$ cat src/rtl/edge_irq_ctrl.sv
module edge_irq_ctrl #(
  parameter int AW = 8,
  parameter int DW = 16,
  parameter logic [DW-1:0] SRC_USED = 16'h1800,
  parameter logic [AW-1:0] A_RISE = 8'h5E,
  parameter logic [AW-1:0] A_FALL = 8'h60,
  parameter logic [AW-1:0] A_STAT = 8'h62
) (
  input  logic          clk,
  input  logic          rst_n,
  input  logic [DW-1:0] src_i,
  input  logic          wr_en,
  input  logic [AW-1:0] addr,
  input  logic [DW-1:0] wdata,
  output logic [DW-1:0] rdata,
  output logic          irq_o
);

  logic [DW-1:0] sync_a, sync_b, prev;
  logic [DW-1:0] rise_en, fall_en, status, clr_q;
  logic [DW-1:0] evt, clr_now;
  logic          wr_rise, wr_fall, wr_stat;

  assign wr_rise = wr_en && addr == A_RISE;
  assign wr_fall = wr_en && addr == A_FALL;
  assign wr_stat = wr_en && addr == A_STAT;

  always_ff @(posedge clk) begin
    if (!rst_n) begin
      sync_a <= '0;
      sync_b <= '0;
      prev   <= '0;
    end else begin
      sync_a <= src_i & SRC_USED;
      sync_b <= sync_a;
      prev   <= sync_b;
    end
  end

  assign evt = ((sync_b & ~prev & rise_en) | (~sync_b & prev & fall_en)) & SRC_USED;
  assign clr_now = wr_stat ? wdata : clr_q;

  always_ff @(posedge clk) begin
    if (!rst_n) begin
      rise_en <= '0;
      fall_en <= '0;
      clr_q   <= '0;
      status  <= '0;
    end else begin
      if (wr_rise) rise_en <= wdata & SRC_USED;
      if (wr_fall) fall_en <= wdata & SRC_USED;
      if (wr_stat) clr_q <= wdata;
      status <= (status | evt) & ~clr_now & SRC_USED;
    end
  end

  always_comb begin
    case (addr)
      A_RISE:  rdata = rise_en;
      A_FALL:  rdata = fall_en;
      A_STAT:  rdata = status;
      default: rdata = '0;
    endcase
  end

  assign irq_o = |status;

endmodule


$ cat config.mk
export PLATFORM = sky130hd
export DESIGN_NAME = edge_irq_ctrl
export DESIGN_NICKNAME = d
export VERILOG_FILES = /design/src/rtl/edge_irq_ctrl.sv
export SDC_FILE = /design/constraint.sdc
export NUM_CORES = 1
export LEC_CHECK = 0
export BUFFER_PORTS_ARGS = -buffer_cell sky130_fd_sc_hd__buf_2
export CAP_MARGIN = 0
export CORE_ASPECT_RATIO = 0.7
export CORE_UTILIZATION = 37
export DETAILED_ROUTE_END_ITERATION = 8
export HOLD_SLACK_MARGIN = 0.1
export MAX_ROUTING_LAYER = met4
export PLACE_DENSITY = 0.79
export SYNTH_ARGS = -nofsm -noshare
export SYNTH_HDL_FRONTEND = slang
export SYNTH_SLANG_ARGS = --single-unit
$ cat constraint.sdc
create_clock -name clk -period 1.6 [get_ports clk]
set_clock_uncertainty 0.15 [all_clocks]
set_input_delay 0.16 -clock clk [delete_from_list [all_inputs] [get_ports clk]]
set_output_delay 0.16 -clock clk [all_outputs]
set_load 0.05 [all_outputs]
==> flow_summary.toml <==
[outcome]
outcome = "completed"

[critical_path]
worst_path_max_delay_cell = "or4b_4"
critical_path_class = "in2out"
crit_path_start_kind = "primary input"
cp-end-kind = "output pin"
crit_path_max_incr_delay_ps = 550
worst_ep_arrival_time_ps = 1260
worstRegToRegCells = 3
crit_chain = "buf_6 > or4b_4 > nor2_4 > a221o_2 > buf_8"
rr_startpoint = "rise_en[12]"
r2r_slack_ps = 530
cp_max_fo = 3
cp.required_ps = 1290
timing.rr.end = "status[12]"

[cts]
clock-root-buffer = "clkbuf_4"
clk_pin_slew_ps = 80
cts.sinks = 14
clockBufferDepth = 2
cts-buffers-inserted = 3
clk_latency_ps = 270
htreeDepth = 1
cts_tree = "built"

[logic_synthesis]
synth-simple-area-share_pct = 29.9
synth_top_family_by_area = "simple AND/OR/NAND/NOR gates"
synth_mux_area_share_pct = 6.83
postSynthAreaPerCell_um2 = 9.28
synth_compound_area_share_pct = 8.19
synth_fa_ha_area_share_pct = 0
synth_cells = 79
netlist_area_um2 = 733
ys_seq_elements = 14
synth_xor_area_share_pct = 0
seq_area_frac_synth_pct = 38.2
ys_warn_count = 0
ys_types = 25

[power]
leakage_nw = 0.497
seqPwrFrac_pct = 48.0
clkPwrFrac_pct = 32.9
swShare_pct = 28.0
combinationalPowerShare_pct = 19.1
intPower_w = 0.000535
powerDensity_mw_per_mm2 = 735
ir_drop_v = 0.000605
p_sw_w = 0.000208

[placement]
post-place-ws_ps = -141
port_buffers = 17
dp_hpwl_mm = 1.02
gp_congestion = 0.792

[timing]
setup_viol = 0
hold_viol = 0
slew_violations = 0
fmax_ghz = 0.636
period_minus_slack_ps = 1570
worst_slack_ps = 28.5
hold_ws_ps = 149
min_period_over_period_pct = 98.2
rsz0062_at_grt = "yes"

[drt]
vias = 633
dr.pass1.iters = 4
routed_wl_mm = 1.53
wire_per_inst_um = 11.2
antenna_left = 0
vias_per_cell = 4.65
drtIter0Drc = 22
remaining_drc_errors = 0

[layout]
nNetsFinal = 158
drive_gt1_share_pct = 33.3
n_antenna_cell = 0
area_growth_pct = 37.9
utilization_pct = 54.5
mostFrequentLayoutCells = "conb_1 (14), dfxtp_1 (14), buf_2 (13)"

[worst_hold_path]
hold_end = "clr_q[11]"
hold_path.startpoint = "addr[0]"
hold_depth = 4
hold_class = "in2reg"

[grt]
grt_max_degree = 17
grt_first_pass_wirelength_mm = 2.26
grt_pass1_vias = 546
grt_overflow_total = 0
grt.total_usage_pct = 14.4
antenna_found_initial = 0

[floorplanning]
rows = 13
ios = 60
start_util_pct = 39.5
die_w_um = 55.2
core_area_mm2 = 0.00185
die_y_um = 39.2
die-area_mm2 = 0.00217

[run]
drv_cap = 0
worst max path at each step:
stage | start | endpoint | slack [ps] | cells past startpoint
after global placement | addr[4] | rdata[12] | -140 | 5
after detailed placement | addr[4] | rdata[12] | -140 | 5
after CTS | addr[4] | rdata[12] | 4 | 5
after floorplan | addr[4] | rdata[11] | 100 | 3
final | addr[3] | rdata[11] | 30 | 5
after global routing | addr[3] | rdata[11] | -2 | 5
synthesized netlist by cell type:
library cell / n / area [um^2]
nand2_1: 7 / 26.3
nor3_1: 3 / 15.0
nor4bb_1: 1 / 10.0
nor4b_1: 2 / 17.5
and3b_1: 4 / 35.0
and2_1: 8 / 50.1
buf_4: 14 / 105
dfxtp_1: 14 / 280
nand3_1: 2 / 10.0
o21a_1: 1 / 7.51
a221oi_1: 1 / 8.76
and4_1: 1 / 8.76
or3_1: 1 / 6.26
o31ai_1: 2 / 15.0
nand4bb_1: 1 / 11.3
clkbuf_1: 1 / 3.75
o31a_1: 1 / 8.76
mux2i_1: 5 / 50.1
nor2_1: 1 / 3.75
conb_1: 1 / 3.75
inv_1: 3 / 11.3
or2_2: 1 / 6.26
a221o_1: 2 / 20.0
nand4b_1: 1 / 8.76
or4b_1: 1 / 10.0
per-stage QoR:
stage	total power [W]	setup TNS, ps	std cells	area (um^2)
floorplan	0.000480	0	92	785
global route	0.000773	-1.92	136	1010
global placement	0.000485	-294	121	826
CTS	0.000750	0	136	983
finish	0.000743	0	136	1010
detailed placement	0.000486	-280	121	826
repair_timing:
action	in CTS	in global routing
resized for setup	7	5
hold endpoints to repair	10	0
pin swaps	1	3
hold buffers	6	0
setup buffers	5	0
endpoints found under the setup margin	2	3
cloned	0	0
sequential cells by signal, summed over array words and instances, names as in the netlist:
register / flops
rise_en: 2
clr_q: 2
sync_b: 2
sync_a: 2
fall_en: 2
status: 2
prev: 2
power groups by stage:
| stage | Clock (W) | Sequential, W | Combinational, W |
|---|---|---|---|
| after floorplan | 0 | 0.000364 | 0.000116 |
| after global placement | 0 | 0.000364 | 0.000120 |
| after detailed placement | 0 | 0.000365 | 0.000122 |
| after CTS | 0.000258 | 0.000356 | 0.000136 |
| after global routing | 0.000267 | 0.000357 | 0.000149 |
| final | 0.000244 | 0.000356 | 0.000142 |
layer usage:
layer  vias up  wire (um)  part of all wire, %  GRT usage (%)
met5         -          0                    0              -
met2        27        730                   48           25.3
met4         0         14                 0.92           5.00
met3         2         87                  5.7           5.02
li1        322          -                    -              -
met1       282        694                   45           15.8
cell families (layout without fill, tap and decap cells):
| group | after synthesis | count (layout) |
|---|---|---|
| other | 1 | 14 |
| buffers and inverters | 18 | 40 |
| and+or+nand+nor | 34 | 34 |
| AOI/OAI and AO/OA | 7 | 7 |
| muxes | 5 | 5 |
| DFF | 14 | 14 |
worst max-delay path: cells and delay by family:
kind,cells,cell delay [ps]
compound gates,1,190
simple gates,2,670
buf+inv,2,240
layout make-up:
cell class / count / area, um^2
tap: 22 / 27.5
fill: 180 / 843
timing repair buffer: 33 / 249
clock buffer: 4 / 36.3
sequential: 14 / 280
inverter: 3 / 11.3
multi-input combinational: 60 / 407
(Power assumes the default switching activity.)
